[src/rtl/eth_af_pkg.sv]
package eth_af_pkg;
   typedef enum logic [1:0] {
      MT_NONE   = 2'b00,
      MT_PHYS   = 2'b01,
      MT_BCAST  = 2'b10,
      MT_FORCED = 2'b11
   } match_t;

   localparam int MODE_PROM_BIT  = 15;
   localparam int MODE_NOBC_BIT  = 14;
   localparam int MODE_NOPHY_BIT = 13;
endpackage

[src/rtl/af_regs.sv]
module af_regs #(
   parameter int WORD_W = 16,
   parameter int NWORDS = 3,
   parameter int RA_W   = 2
) (
   input  logic                     clk,
   input  logic                     rst,
   input  logic                     halted,
   input  logic                     wr,
   input  logic [RA_W-1:0]          addr,
   input  logic [WORD_W-1:0]        wdata,
   output logic [WORD_W-1:0]        rdata,
   output logic [WORD_W*NWORDS-1:0] sta,
   output logic                     sta_known,
   output logic [WORD_W-1:0]        mode
);
   logic [WORD_W-1:0] sta_w [NWORDS];
   logic [NWORDS-1:0] written;
   logic              wr_ok;

   assign wr_ok = wr && halted;

   for (genvar g = 0; g < NWORDS; g++) begin : g_word
      always_ff @(posedge clk) begin
         if (wr_ok && addr == RA_W'(g))
            sta_w[g] <= wdata;
      end
      always_ff @(posedge clk) begin
         if (rst)                              written[g] <= 1'b0;
         else if (wr_ok && addr == RA_W'(g))  written[g] <= 1'b1;
      end
      assign sta[g*WORD_W +: WORD_W] = sta_w[g];
   end

   always_ff @(posedge clk) begin
      if (rst)                                  mode <= '0;
      else if (wr_ok && addr == RA_W'(NWORDS))  mode <= wdata;
   end

   assign sta_known = &written;

   always_comb begin
      rdata = '0;
      if (addr == RA_W'(NWORDS)) rdata = mode;
      for (int i = 0; i < NWORDS; i++)
         if (addr == RA_W'(i)) rdata = sta_w[i];
   end

   AST_WR_GATED: assert property (@(posedge clk) disable iff (rst)
      (wr && !halted) |=> ($stable(mode) && $stable(written))) else $error("gated write");
   AST_MODE_RESET: assert property (@(posedge clk) disable iff (rst)
      $past(rst) |-> (mode == '0 && written == '0)) else $error("mode reset");
endmodule

[src/rtl/af_serial.sv]
module af_serial #(
   parameter int ADDR_W = 48,
   parameter int CNT_W  = 6
) (
   input  logic              clk,
   input  logic              rst,
   input  logic              sof,
   input  logic              bit_vld,
   input  logic              bit_in,
   input  logic [ADDR_W-1:0] sta,
   output logic              done,
   output logic              phys_eq,
   output logic              all_ones
);
   logic [CNT_W-1:0] cnt;
   logic             active;

   always_ff @(posedge clk) begin
      if (rst) begin
         cnt      <= '0;
         active   <= 1'b0;
         phys_eq  <= 1'b0;
         all_ones <= 1'b0;
         done     <= 1'b0;
      end else begin
         done <= 1'b0;
         if (sof) begin
            cnt      <= '0;
            active   <= 1'b1;
            phys_eq  <= 1'b1;
            all_ones <= 1'b1;
         end else if (active && bit_vld) begin
            phys_eq  <= phys_eq & (bit_in == sta[cnt]);
            all_ones <= all_ones & bit_in;
            cnt      <= cnt + 1'b1;
            if (cnt == CNT_W'(ADDR_W-1)) begin
               active <= 1'b0;
               done   <= 1'b1;
            end
         end
      end
   end

   AST_CNT_BOUND: assert property (@(posedge clk) disable iff (rst)
      cnt <= CNT_W'(ADDR_W)) else $error("count overflow");
   AST_DONE_PULSE: assert property (@(posedge clk) disable iff (rst)
      done |=> !done) else $error("done twice");
endmodule

[src/rtl/af_decide.sv]
module af_decide
   import eth_af_pkg::*;
(
   input  logic       clk,
   input  logic       rst,
   input  logic       sof,
   input  logic       done,
   input  logic       phys_eq,
   input  logic       all_ones,
   input  logic       sta_known,
   input  logic       prom,
   input  logic       no_bc,
   input  logic       no_phys,
   input  logic       ext_acc,
   output logic       dec_valid,
   output logic       accept,
   output logic [1:0] match_type
);
   match_t nxt;

   always_comb begin
      if (prom || ext_acc)                     nxt = MT_FORCED;
      else if (phys_eq && sta_known && !no_phys) nxt = MT_PHYS;
      else if (all_ones && !no_bc)             nxt = MT_BCAST;
      else                                     nxt = MT_NONE;
   end

   always_ff @(posedge clk) begin
      if (rst || sof) begin
         dec_valid  <= 1'b0;
         accept     <= 1'b0;
         match_type <= MT_NONE;
      end else if (done) begin
         dec_valid  <= 1'b1;
         accept     <= (nxt != MT_NONE);
         match_type <= nxt;
      end
   end

   AST_HOLD: assert property (@(posedge clk) disable iff (rst)
      (dec_valid && !sof && !done) |=> (dec_valid && $stable(accept) && $stable(match_type)))
      else $error("decision moved");
   AST_SOF_CLEAR: assert property (@(posedge clk) disable iff (rst)
      sof |=> !dec_valid) else $error("sof clear");
   AST_PROM: assert property (@(posedge clk) disable iff (rst)
      (done && prom && !sof) |=> (accept && match_type == MT_FORCED)) else $error("prom");
   AST_NO_PHYS: assert property (@(posedge clk) disable iff (rst)
      (done && no_phys) |=> (match_type != MT_PHYS)) else $error("phys disabled");
endmodule

[src/rtl/eth_rx_addr_filter.sv]
module eth_rx_addr_filter
   import eth_af_pkg::*;
#(
   parameter int WORD_W = 16,
   parameter int NWORDS = 3
) (
   input  logic                              clk,
   input  logic                              rst,
   input  logic                              halted,
   input  logic                              reg_wr,
   input  logic [$clog2(NWORDS+1)-1:0]       reg_addr,
   input  logic [WORD_W-1:0]                 reg_wdata,
   output logic [WORD_W-1:0]                 reg_rdata,
   input  logic                              sof,
   input  logic                              bit_vld,
   input  logic                              bit_in,
   input  logic                              ext_accept,
   output logic                              dec_valid,
   output logic                              accept,
   output logic [1:0]                        match_type
);
   localparam int ADDR_W = WORD_W * NWORDS;
   localparam int RA_W   = $clog2(NWORDS+1);
   localparam int CNT_W  = $clog2(ADDR_W+1);

   if (WORD_W < MODE_PROM_BIT + 1) begin : g_bad_word
      $error("WORD_W must hold the mode bits");
   end
   if (NWORDS < 1) begin : g_bad_nwords
      $error("NWORDS must be at least 1");
   end

   logic [ADDR_W-1:0] sta;
   logic              sta_known;
   logic [WORD_W-1:0] mode;
   logic              done, phys_eq, all_ones;

   af_regs #(.WORD_W(WORD_W), .NWORDS(NWORDS), .RA_W(RA_W)) u_regs (
      .clk(clk), .rst(rst), .halted(halted), .wr(reg_wr), .addr(reg_addr),
      .wdata(reg_wdata), .rdata(reg_rdata), .sta(sta), .sta_known(sta_known),
      .mode(mode)
   );

   af_serial #(.ADDR_W(ADDR_W), .CNT_W(CNT_W)) u_serial (
      .clk(clk), .rst(rst), .sof(sof), .bit_vld(bit_vld), .bit_in(bit_in),
      .sta(sta), .done(done), .phys_eq(phys_eq), .all_ones(all_ones)
   );

   af_decide u_decide (
      .clk(clk), .rst(rst), .sof(sof), .done(done), .phys_eq(phys_eq),
      .all_ones(all_ones), .sta_known(sta_known),
      .prom(mode[MODE_PROM_BIT]), .no_bc(mode[MODE_NOBC_BIT]),
      .no_phys(mode[MODE_NOPHY_BIT]), .ext_acc(ext_accept),
      .dec_valid(dec_valid), .accept(accept), .match_type(match_type)
   );

   AST_ACCEPT_ENC: assert property (@(posedge clk) disable iff (rst)
      accept == (match_type != 2'b00)) else $error("accept encoding");
endmodule

[config.mk]
export PLATFORM = sky130hd
export DESIGN_NAME = eth_rx_addr_filter
export DESIGN_NICKNAME = d
export VERILOG_FILES = /design/src/rtl/eth_af_pkg.sv /design/src/rtl/af_regs.sv /design/src/rtl/af_serial.sv /design/src/rtl/af_decide.sv /design/src/rtl/eth_rx_addr_filter.sv
export SDC_FILE = /design/constraint.sdc
export NUM_CORES = 1
export LEC_CHECK = 0
export ABC_AREA = 1
export BUFFER_PORTS_ARGS = -buffer_cell sky130_fd_sc_hd__buf_2
export CAP_MARGIN = 5
export CORE_ASPECT_RATIO = 2
export CORE_MARGIN = 2
export CORE_UTILIZATION = 40
export CTS_CLUSTER_DIAMETER = 30
export CTS_CLUSTER_SIZE = 20
export DETAILED_ROUTE_END_ITERATION = 16
export PLACE_DENSITY = 0.71
export SLEW_MARGIN = 20
export SYNTH_ARGS = -nofsm -noshare
export SYNTH_HDL_FRONTEND = slang
export SYNTH_SLANG_ARGS = --single-unit
[constraint.sdc]
create_clock -name clk -period 2.27 [get_ports clk]
set_clock_uncertainty 0.15 [all_clocks]
set_input_delay 0.3405 -clock clk [delete_from_list [all_inputs] [get_ports clk]]
set_output_delay 0.3405 -clock clk [all_outputs]
set_load 0.05 [all_outputs]
==> run summary, run 1 <==
Run status: complete, no violations
Setup WS pre-CTS: 0.267 ns
Number of global-route vias before repair: 3097
Largest cells by area after synthesis: sky130_fd_sc_hd__edfxtp_1 41%, sky130_fd_sc_hd__dfxtp_1 19%, sky130_fd_sc_hd__nand2_1 10%
Placement-stage cell area: 3930 µm²
Post-detailed-routing wire length: 9520 µm
Type of destination of the critical path: flop
Crit start category: flop
Internal power: 2.66 mW
GRT Total Usage: 21.1%
Count of endpoints failing setup in the final report: 0
Final GP Congestion: 0.961
Clock input transition at the sequential cells of the worst setup and hold paths: 0.06 ns
First-pass detailed-route iteration total: 5
Portion of synthesized cell area occupied by the leading cell type: 41.0%
Arrival time at the worst endpoint: 2.10 ns
Clk_lat worst skew: 0.33 ns
HP Start: reg_wdata[9]
Die boundary height: 137 µm
TritonCTS sink count: 81
Buffers inserted during post-CTS setup optimization: 0
Number of buffers added by the clock tree synthesis step: 9
Clock Power Share: 43.7%
Effective utilization at floorplan: 41.0%
Post-Layout Inst Area: 4260 µm²
Number of max-slew violations in the final report: 0
Number of antenna-violating nets in the routed design: 0
Combined area of all synthesized cells: 3520 µm²
Placed wire-length estimate: 6820 µm
Combinational power share: 9.3%
Count of routing violations after the opening detailed-route iteration: 199
Worst vdd ir: 0.000815 V
Total number of vias: 2996
Hold/Removal Path Class: in -> reg
Detail-routed via count per cell: 5.43
Post-Syn Instances: 392
Dominant cell by count in the synthesized netlist: sky130_fd_sc_hd__nand2_1
Final worst-path cycle share: 89.7%
Count of cells along the worst hold path: 1
Number of synthesized register bits: 81
Total of cells resized after clock tree synthesis: 0
Fraction of layout cells with a size suffix above 1: 17.9%
Switching power of the nets: 806 µW
Die area: 9600 µm²
Die extent in x: 70.3 µm
Count of buffers from port buffering: 45
Post-synthesis cell type count: 27
Req. time, crit path: 2.34 ns
Hold Vio Cnt, Final: 0
FP Rows: 48
Fillcell total: 793
Multi-input logic area: 1240 µm²
CTS tree: yes
Fraction of the yosys area taken by sequential cells: 59.8%
Max-cap violations: 0
Number of antenna violations at the first check in global routing: 0
Average size of a mapped cell: 8.97 µm²
Cell taking the most area after synthesis: sky130_fd_sc_hd__edfxtp_1
Post-synthesis async set-or-reset flop share: 0%
P&R area growth vs syn: 21.1%
Reg2Reg Capture Point: u_serial.phys_eq
Clock root buffer: sky130_fd_sc_hd__clkbuf_16
Post-Syn Nets: 419
Largest fanout on the critical path: 21
Number of top-level design ports: 46
Sequential power share: 47.0%
Min setup slack post-route: 0.235 ns
Synth warn: 0
Worst-case hold path end point: u_regs.sta_w[0][25]
Overall overflow remaining after global route: 0
Cell types with the highest counts after synthesis: 98 x sky130_fd_sc_hd__nand2_1, 48 x sky130_fd_sc_hd__edfxtp_1, 47 x sky130_fd_sc_hd__nor2_1
FF-to-FF setup slack: 0.23 ns
Count of inserted antenna diode cells: 0
Maximum number of pins on one net before global-route repair: 22
Count of flip-flops with a built-in enable after synthesis: 48
Highest clock rate: 491 MHz
Cells on worst reg2reg path: 15
Buffer levels on the longest clock path: 2
Wire length per cell after detailed routing: 17.2 µm
Clock period minus final worst setup slack: 2.04 ns
Switching fraction of total power: 23.2%
# nets final: 474
Setup repair after global routing missed its margin: no
Register area: 2100 µm²
Worst rel slew slack: 60.6%
Leakage power of the design: 1.74 nW
CP Class: reg -> reg
Remaining design rule violation count: 0
Power density cells: 814 nW/µm²
Main flop type after synthesis: sky130_fd_sc_hd__edfxtp_1
R2R Path Start: u_serial.cnt[0]
Core Box Area: 8590 µm²
Hold-fix buffers, CTS: 0
Number of H-tree branching levels: 3
Slew at the pin closest to its max-slew limit: 0.591 ns
First-pass GRT wire length: 15400 µm
==> placed cells by master (no fill, tap or decap), drive strengths merged, types with 2 or more instances in the layout <==
cell type,n
clkbuf,14
o21ai,33
o2111ai,4
nand2,98
inv,31
buf,58
dfxtp,33
o211ai,3
edfxtp,48
nand4,7
nor3,3
a21oi,28
a22o,5
nand3,30
nor2,48
o31ai,2
==> through the flow <==
step	TNS, ns	utilization [%]	power [mW]	hold slack [ns]	instances
floorplan	-0.767	-	1.85	0.289	392
global placement	0	45.7	1.98	0.301	536
detailed placement	0	45.7	1.98	0.310	536
CTS	0	49.6	3.49	0.0663	552
global route	0	49.6	3.58	0.0649	552
finish	0	49.6	3.47	0.0727	552
==> cell families (layout without fill, tap and decap cells) <==
| logic type | Yosys count | in the layout | synth area share [%] |
|---|---|---|---|
| AOI/OAI and AO/OA | 77 | 77 | 12.5 |
| adders and majority gates | 1 | 1 | 0.356 |
| buffers and inverters | 45 | 105 | 5.19 |
| DFF | 81 | 81 | 59.8 |
| and+or+nand+nor | 188 | 188 | 22.2 |
==> how the worst max path moves through the flow <==
stage / startpoint / to / slack, ns / depth (start not counted)
final: u_serial.cnt[0] / u_serial.phys_eq / 0.23 / 15
after CTS: reg_addr[0] / reg_rdata[1] / 0.26 / 8
after floorplan: reg_addr[1] / reg_rdata[12] / -0.13 / 4
after detailed placement: reg_addr[0] / reg_rdata[1] / 0.27 / 8
after global routing: u_serial.cnt[0] / u_serial.phys_eq / 0.01 / 15
after global placement: reg_addr[0] / reg_rdata[12] / 0.31 / 8
==> worst max-delay path: stages (launching register included) <==
cell and delay, ns:
sky130_fd_sc_hd__dfxtp_1 0.54, sky130_fd_sc_hd__inv_2 0.25, sky130_fd_sc_hd__nand2_1 0.11, sky130_fd_sc_hd__nand2_1 0.06, sky130_fd_sc_hd__nand2_1 0.06, sky130_fd_sc_hd__nand2_1 0.05
sky130_fd_sc_hd__nor2_1 0.09, sky130_fd_sc_hd__nand2_1 0.07, sky130_fd_sc_hd__nand3_1 0.08, sky130_fd_sc_hd__nand2_1 0.06, sky130_fd_sc_hd__nand2_1 0.07, sky130_fd_sc_hd__nand2_1 0.05
sky130_fd_sc_hd__nand2_1 0.05, sky130_fd_sc_hd__nand3_1 0.08, sky130_fd_sc_hd__nand2_1 0.09, sky130_fd_sc_hd__a21oi_2 0.05
==> layout make-up <==
type / count / share of cell area (%)
timing repair buffer: 58 / 8.17
multi-input combinational: 266 / 29.1
sequential: 81 / 49.4
inverter: 31 / 2.73
clock buffer: 14 / 7.46
clock inverter: 2 / 0.294
tap: 100 / 2.94
==> registers in the layout, indices dropped and copies added, names as in the netlist <==
signal,flops
u_regs.sta_w,48
u_regs.mode,16
u_serial.cnt,6
u_regs.written,3
u_decide.match_type,2
u_decide.accept,1
u_decide.dec_valid,1
u_serial.active,1
u_serial.all_ones,1
u_serial.done,1
u_serial.phys_eq,1
==> power groups by stage <==
stage	registers [mW]	logic (mW)	clock network [mW]
2_1_floorplan	1.65	0.205	0
3_3_place_gp	1.66	0.317	0
3_5_place_dp	1.66	0.321	0
4_1_cts	1.63	0.323	1.53
5_1_grt	1.63	0.348	1.59
6_report	1.63	0.322	1.52
==> per-layer routing <==
metal | track usage (%) | routed length, µm
met1 | 21.5 | 3270
met2 | 39.2 | 5380
met3 | 3.46 | 428
met4 | 13.0 | 432
met5 | 0 | 0
(Power assumes the default switching activity.)
==> run 2, diff against run 1 <==
--- a/config.mk
+++ b/config.mk
@@ -6,15 +6,15 @@
 export NUM_CORES = 1
 export LEC_CHECK = 0
 export ABC_AREA = 1
-export BUFFER_PORTS_ARGS = -buffer_cell sky130_fd_sc_hd__buf_2
+export BUFFER_PORTS_ARGS = -buffer_cell sky130_fd_sc_hd__buf_4
 export CAP_MARGIN = 5
 export CORE_ASPECT_RATIO = 2
 export CORE_MARGIN = 2
-export CORE_UTILIZATION = 40
+export CORE_UTILIZATION = 45
 export CTS_CLUSTER_DIAMETER = 30
 export CTS_CLUSTER_SIZE = 20
 export DETAILED_ROUTE_END_ITERATION = 16
-export PLACE_DENSITY = 0.71
+export PLACE_DENSITY = 0.77
 export SLEW_MARGIN = 20
 export SYNTH_ARGS = -nofsm -noshare
 export SYNTH_HDL_FRONTEND = slang
==> run summary, run 2 (synthesis results as in run 1) <==
Die area: 8580 µm² (was 9600 µm²)
Number of top-level design ports: 46 (unchanged)
Setup repair after global routing missed its margin: no (unchanged)
FF-to-FF setup slack: 0.42 ns (was 0.23 ns)
Highest clock rate: 500 MHz (was 491 MHz)
Slew at the pin closest to its max-slew limit: 0.522 ns (was 0.591 ns)
Wire length per cell after detailed routing: 16.6 µm (was 17.2 µm)
Buffers inserted during post-CTS setup optimization: 0 (unchanged)
Hold-fix buffers, CTS: 0 (unchanged)
Fillcell total: 684 (was 793)
Max-cap violations: 0 (unchanged)
Detail-routed via count per cell: 5.55 (was 5.43)
Flip-flop count of the largest register, all copies and words added: 48 (unchanged)
R2R Path Start: u_serial.cnt[1] (was u_serial.cnt[0])
Largest fanout on the critical path: 12 (was 21)
TritonCTS sink count: 81 (unchanged)
Total number of vias: 3027 (was 2996)
Register area: 2100 µm² (unchanged)
Buffer levels on the longest clock path: 2 (unchanged)
Count of endpoints failing setup in the final report: 0 (unchanged)
Leakage power of the design: 1.73 nW (was 1.74 nW)
Req. time, crit path: 1.78 ns (was 2.34 ns)
Number of antenna-violating nets in the routed design: 0 (unchanged)
Clk_lat worst skew: 0.34 ns (was 0.33 ns)
Worst rel slew slack: 65.2% (was 60.6%)
P&R area growth vs syn: 21.6% (was 21.1%)
Hold Vio Cnt, Final: 0 (unchanged)
Cells on worst reg2reg path: 12 (was 15)
Final worst-path cycle share: 88.0% (was 89.7%)
Most frequent standard cell in the layout excluding fill and tap cells: sky130_fd_sc_hd__nand2_1 (unchanged)
Core occupancy in the finished layout: 56.3% (was 49.6%)
Total of cells resized after clock tree synthesis: 0 (unchanged)
Top reg by flops: u_regs.sta_w (unchanged)
Design Power: 3.28 mW (was 3.47 mW)
Overall overflow remaining after global route: 0 (unchanged)
Count of buffers from port buffering: 45 (unchanged)
Die extent in x: 66.5 µm (was 70.3 µm)
Effective utilization at floorplan: 46.3% (was 41.0%)
Die boundary height: 129 µm (was 137 µm)
Most frequent cells in the layout: 98 x sky130_fd_sc_hd__nand2_1, 58 x sky130_fd_sc_hd__buf_4, 48 x sky130_fd_sc_hd__edfxtp_1 (was 98 x sky130_fd_sc_hd__nand2_1, 48 x sky130_fd_sc_hd__edfxtp_1, 47 x sky130_fd_sc_hd__nor2_1)
GRT Total Usage: 22.4% (was 21.1%)
Power density cells: 766 nW/µm² (was 814 nW/µm²)
CP Class: in -> out (was reg -> reg)
Post-Route Hold Slack: 0.0543 ns (was 0.0727 ns)
Count of routing violations after the opening detailed-route iteration: 200 (was 199)
Number of buffers added by the clock tree synthesis step: 9 (unchanged)
Run status: complete, no violations (unchanged)
Clock root buffer: sky130_fd_sc_hd__clkbuf_16 (unchanged)
Reg2Reg Capture Point: u_serial.phys_eq (unchanged)
Clock input transition at the sequential cells of the worst setup and hold paths: 0.05 ns (was 0.06 ns)
Count of cells along the worst hold path: 1 (unchanged)
FP Rows: 45 (was 48)
Worst vdd ir: 0.000650 V (was 0.000815 V)
Type of destination of the critical path: primary output (was flop)
Multi-input logic area: 1240 µm² (unchanged)
Maximum number of pins on one net before global-route repair: 22 (unchanged)
First-pass GRT wire length: 13900 µm (was 15400 µm)
Core Box Area: 7600 µm² (was 8590 µm²)
Placed wire-length estimate: 6500 µm (was 6820 µm)
Remaining design rule violation count: 0 (unchanged)
Hold/Removal Path Class: in -> reg (unchanged)
Post-detailed-routing wire length: 9050 µm (was 9520 µm)
Number of global-route vias before repair: 2939 (was 3097)
Count of inserted antenna diode cells: 0 (unchanged)
Fraction of layout cells with a size suffix above 1: 17.3% (was 17.9%)
Worst-case hold path end point: u_regs.sta_w[0][6] (was u_regs.sta_w[0][25])
First-pass detailed-route iteration total: 5 (unchanged)
Final GP Congestion: 0.923 (was 0.961)
Number of H-tree branching levels: 3 (unchanged)
Number of antenna violations at the first check in global routing: 0 (unchanged)
HP Start: reg_wdata[6] (was reg_wdata[9])
CTS tree: yes (unchanged)
# nets final: 474 (unchanged)
Registers with the most flip-flops: u_regs.sta_w x48, u_regs.mode x16, u_serial.cnt x6 (unchanged)
Clock period minus final worst setup slack: 2.00 ns (was 2.04 ns)
Number of max-slew violations in the final report: 0 (unchanged)
Crit start category: input pin (was flop)
Arrival time at the worst endpoint: 1.51 ns (was 2.10 ns)
## run 2: worst max path at each step
stage,start,endpoint,cells after the start
finish,reg_addr[0],reg_rdata[1],7
global route,reg_addr[0],reg_rdata[1],7
CTS,reg_addr[0],reg_rdata[1],7
detailed placement,reg_addr[0],reg_rdata[1],7
global placement,reg_addr[0],reg_rdata[3],7
floorplan,reg_addr[1],reg_rdata[12],4
## run 2: where the power goes
group | internal (mW) | switching, mW
Combinational | 0.111 | 0.227
Sequential | 1.60 | 0.0269
Clock | 0.793 | 0.516
## run 2: area by class of cell
cell class,instances,area share (%)
Clock inverter,1,0.117
Multi-Input combinational cell,266,28.9
Sequential cell,81,49.1
Clock buffer,14,6.17
Inverter,31,2.72
Timing Repair Buffer,58,10.2
Tap cell,94,2.75
## run 2: layer usage
layer | track usage, % | up-vias | wire (µm)
li1 | - | 1451 | -
met1 | 23.0 | 1437 | 3160
met2 | 40.5 | 106 | 5030
met3 | 4.69 | 33 | 484
met4 | 13.1 | 0 | 380
met5 | 0 | - | 0
## run 2: critical path, stage by stage
cell and delay [ns]:
sky130_fd_sc_hd__buf_4 0.13, sky130_fd_sc_hd__nand2_1 0.12, sky130_fd_sc_hd__inv_1 0.23, sky130_fd_sc_hd__a22o_1 0.26
sky130_fd_sc_hd__a21oi_1 0.10, sky130_fd_sc_hd__o21ai_0 0.11, sky130_fd_sc_hd__buf_4 0.21
## run 2: metrics by stage
stage	setup WS, ns	std cells	cell area (µm²)	setup TNS [ns]
global placement	0.299	530	4010	0
detailed placement	0.274	530	4010	0
global route	0.129	545	4280	0
CTS	0.269	545	4280	0
floorplan	-0.128	392	3520	-0.767
finish	0.272	545	4280	0
==> run 3, diff against run 2 <==
--- a/config.mk
+++ b/config.mk
@@ -10,11 +10,11 @@
 export CAP_MARGIN = 5
 export CORE_ASPECT_RATIO = 2
 export CORE_MARGIN = 2
-export CORE_UTILIZATION = 45
+export CORE_UTILIZATION = 51
 export CTS_CLUSTER_DIAMETER = 30
 export CTS_CLUSTER_SIZE = 20
 export DETAILED_ROUTE_END_ITERATION = 16
-export PLACE_DENSITY = 0.77
+export PLACE_DENSITY = 0.85
 export SLEW_MARGIN = 20
 export SYNTH_ARGS = -nofsm -noshare
 export SYNTH_HDL_FRONTEND = slang
==> run summary, run 3 (synthesis results as in run 1) <==
Largest fanout on the critical path: 14 (was 12)
HP Start: reg_wdata[11] (was reg_wdata[6])
Fillcell total: 541 (was 684)
Req. time, crit path: 1.78 ns (about the same)
Flip-flop count of the largest register, all copies and words added: 48 (unchanged)
Cells on worst reg2reg path: 13 (was 12)
Die area: 7620 µm² (was 8580 µm²)
Hold Vio Cnt, Final: 0 (unchanged)
Reg2Reg Capture Point: u_serial.phys_eq (unchanged)
CTS tree: yes (unchanged)
Placed wire-length estimate: 6200 µm (was 6500 µm)
Design Power: 3.40 mW (was 3.28 mW)
Sum of negative setup slack: 0 ns (unchanged)
# nets final: 471 (was 474)
Most frequent cells in the layout: 98 x sky130_fd_sc_hd__nand2_1, 54 x sky130_fd_sc_hd__buf_4, 48 x sky130_fd_sc_hd__edfxtp_1 (was 98 x sky130_fd_sc_hd__nand2_1, 58 x sky130_fd_sc_hd__buf_4, 48 x sky130_fd_sc_hd__edfxtp_1)
Most frequent standard cell in the layout excluding fill and tap cells: sky130_fd_sc_hd__nand2_1 (unchanged)
Count of inserted antenna diode cells: 0 (unchanged)
Number of antenna-violating nets in the routed design: 0 (unchanged)
Count of cells along the worst hold path: 1 (unchanged)
Count of routing violations after the opening detailed-route iteration: 166 (was 200)
Buffers inserted during post-CTS setup optimization: 0 (unchanged)
Setup repair after global routing missed its margin: no (unchanged)
Die extent in x: 62.7 µm (was 66.5 µm)
Type of destination of the critical path: primary output (unchanged)
Core Box Area: 6670 µm² (was 7600 µm²)
Number of top-level design ports: 46 (unchanged)
Clock input transition at the sequential cells of the worst setup and hold paths: 0.06 ns (was 0.05 ns)
Worst vdd ir: 0.000725 V (was 0.000650 V)
Clock period minus final worst setup slack: 2.07 ns (was 2.00 ns)
FF-to-FF setup slack: 0.44 ns (was 0.42 ns)
Number of antenna violations at the first check in global routing: 0 (unchanged)
Hold/Removal Path Class: in -> reg (unchanged)
CP Class: in -> out (unchanged)
Wire length per cell after detailed routing: 16.9 µm (was 16.6 µm)
Overall overflow remaining after global route: 0 (unchanged)
GRT Total Usage: 25.2% (was 22.4%)
Fraction of layout cells with a size suffix above 1: 17.1% (was 17.3%)
Maximum number of pins on one net before global-route repair: 22 (unchanged)
Buffer levels on the longest clock path: 2 (unchanged)
P&R area growth vs syn: 21.9% (was 21.6%)
Hold-fix buffers, CTS: 0 (unchanged)
Leakage power of the design: 1.73 nW (about the same)
Registers with the most flip-flops: u_regs.sta_w x48, u_regs.mode x16, u_serial.cnt x6 (unchanged)
TritonCTS sink count: 81 (unchanged)
Die boundary height: 121 µm (was 129 µm)
Power density cells: 792 nW/µm² (was 766 nW/µm²)
Final worst-path cycle share: 91.2% (was 88.0%)
Core occupancy in the finished layout: 64.3% (was 56.3%)
Worst rel slew slack: 65.2% (about the same)
Max-cap violations: 0 (unchanged)
Number of global-route vias before repair: 3055 (was 2939)
Clock root buffer: sky130_fd_sc_hd__clkbuf_16 (unchanged)
Number of H-tree branching levels: 3 (unchanged)
Effective utilization at floorplan: 52.7% (was 46.3%)
Crit start category: input pin (unchanged)
First-pass GRT wire length: 14400 µm (was 13900 µm)
Arrival time at the worst endpoint: 1.58 ns (was 1.51 ns)
Total of cells resized after clock tree synthesis: 0 (unchanged)
Count of endpoints failing setup in the final report: 0 (unchanged)
Highest clock rate: 483 MHz (was 500 MHz)
Run status: complete, no violations (unchanged)
Total number of vias: 3027 (unchanged)
Final GP Congestion: 0.889 (was 0.923)
Top reg by flops: u_regs.sta_w (unchanged)
FP Rows: 42 (was 45)
Clk_lat worst skew: 0.34 ns (about the same)
Detail-routed via count per cell: 5.64 (was 5.55)
R2R Path Start: u_serial.cnt[1] (unchanged)
First-pass detailed-route iteration total: 5 (unchanged)
Number of max-slew violations in the final report: 0 (unchanged)
Post-detailed-routing wire length: 9090 µm (was 9050 µm)
Remaining design rule violation count: 0 (unchanged)
Slew at the pin closest to its max-slew limit: 0.522 ns (about the same)
Worst-case hold path end point: u_regs.sta_w[0][11] (was u_regs.sta_w[0][6])
Count of buffers from port buffering: 45 (unchanged)
Number of buffers added by the clock tree synthesis step: 9 (unchanged)
[run 3: layer usage]
layer	global-route usage (%)	wire (µm)
met2	45.8	4890
met1	25.8	3250
met4	17.5	440
met5	0	0
met3	4.45	513
[run 3: power by group]
group	internal (mW)	switching (mW)	leakage (nW)
Combinational	0.110	0.232	0.883
Sequential	1.60	0.0241	0.704
Clock	0.877	0.551	0.143
[run 3: worst max-delay path: stages]
cell                      delay, ns
sky130_fd_sc_hd__buf_4         0.13
sky130_fd_sc_hd__nand2_1       0.13
sky130_fd_sc_hd__inv_1         0.25
sky130_fd_sc_hd__a22o_1        0.27
sky130_fd_sc_hd__a21oi_1       0.10
sky130_fd_sc_hd__o21ai_0       0.13
sky130_fd_sc_hd__buf_4         0.21
[run 3: metrics by stage]
step / worst slack [ns] / cell area [µm²] / hold slack, ns / instances
global placement: 0.243 / 3990 / 0.300 / 521
floorplan: -0.128 / 3520 / 0.289 / 392
CTS: 0.240 / 4290 / 0.0443 / 537
finish: 0.201 / 4290 / 0.0478 / 537
global route: 0.0954 / 4290 / 0.0521 / 537
detailed placement: 0.247 / 3990 / 0.304 / 521
[run 3: final cells by class]
cell class                 instances  area [µm²]  share of cell area, %
sequential                        81        2100                   49.0
multi-input combinational        266        1240                   28.9
timing repair buffer              55         425                   9.92
clock buffer                      11         243                   5.66
inverter                          31         116                   2.71
tap                               88         110                   2.57
clock inverter                     5        55.1                   1.28
[run 3: how the worst max path moves through the flow]
stage                      startpoint             to
after global placement    reg_addr[0]  reg_rdata[12]
after global routing      reg_addr[0]  reg_rdata[12]
after CTS                 reg_addr[0]  reg_rdata[12]
final                     reg_addr[0]   reg_rdata[1]
after floorplan           reg_addr[1]  reg_rdata[12]
after detailed placement  reg_addr[0]  reg_rdata[12]
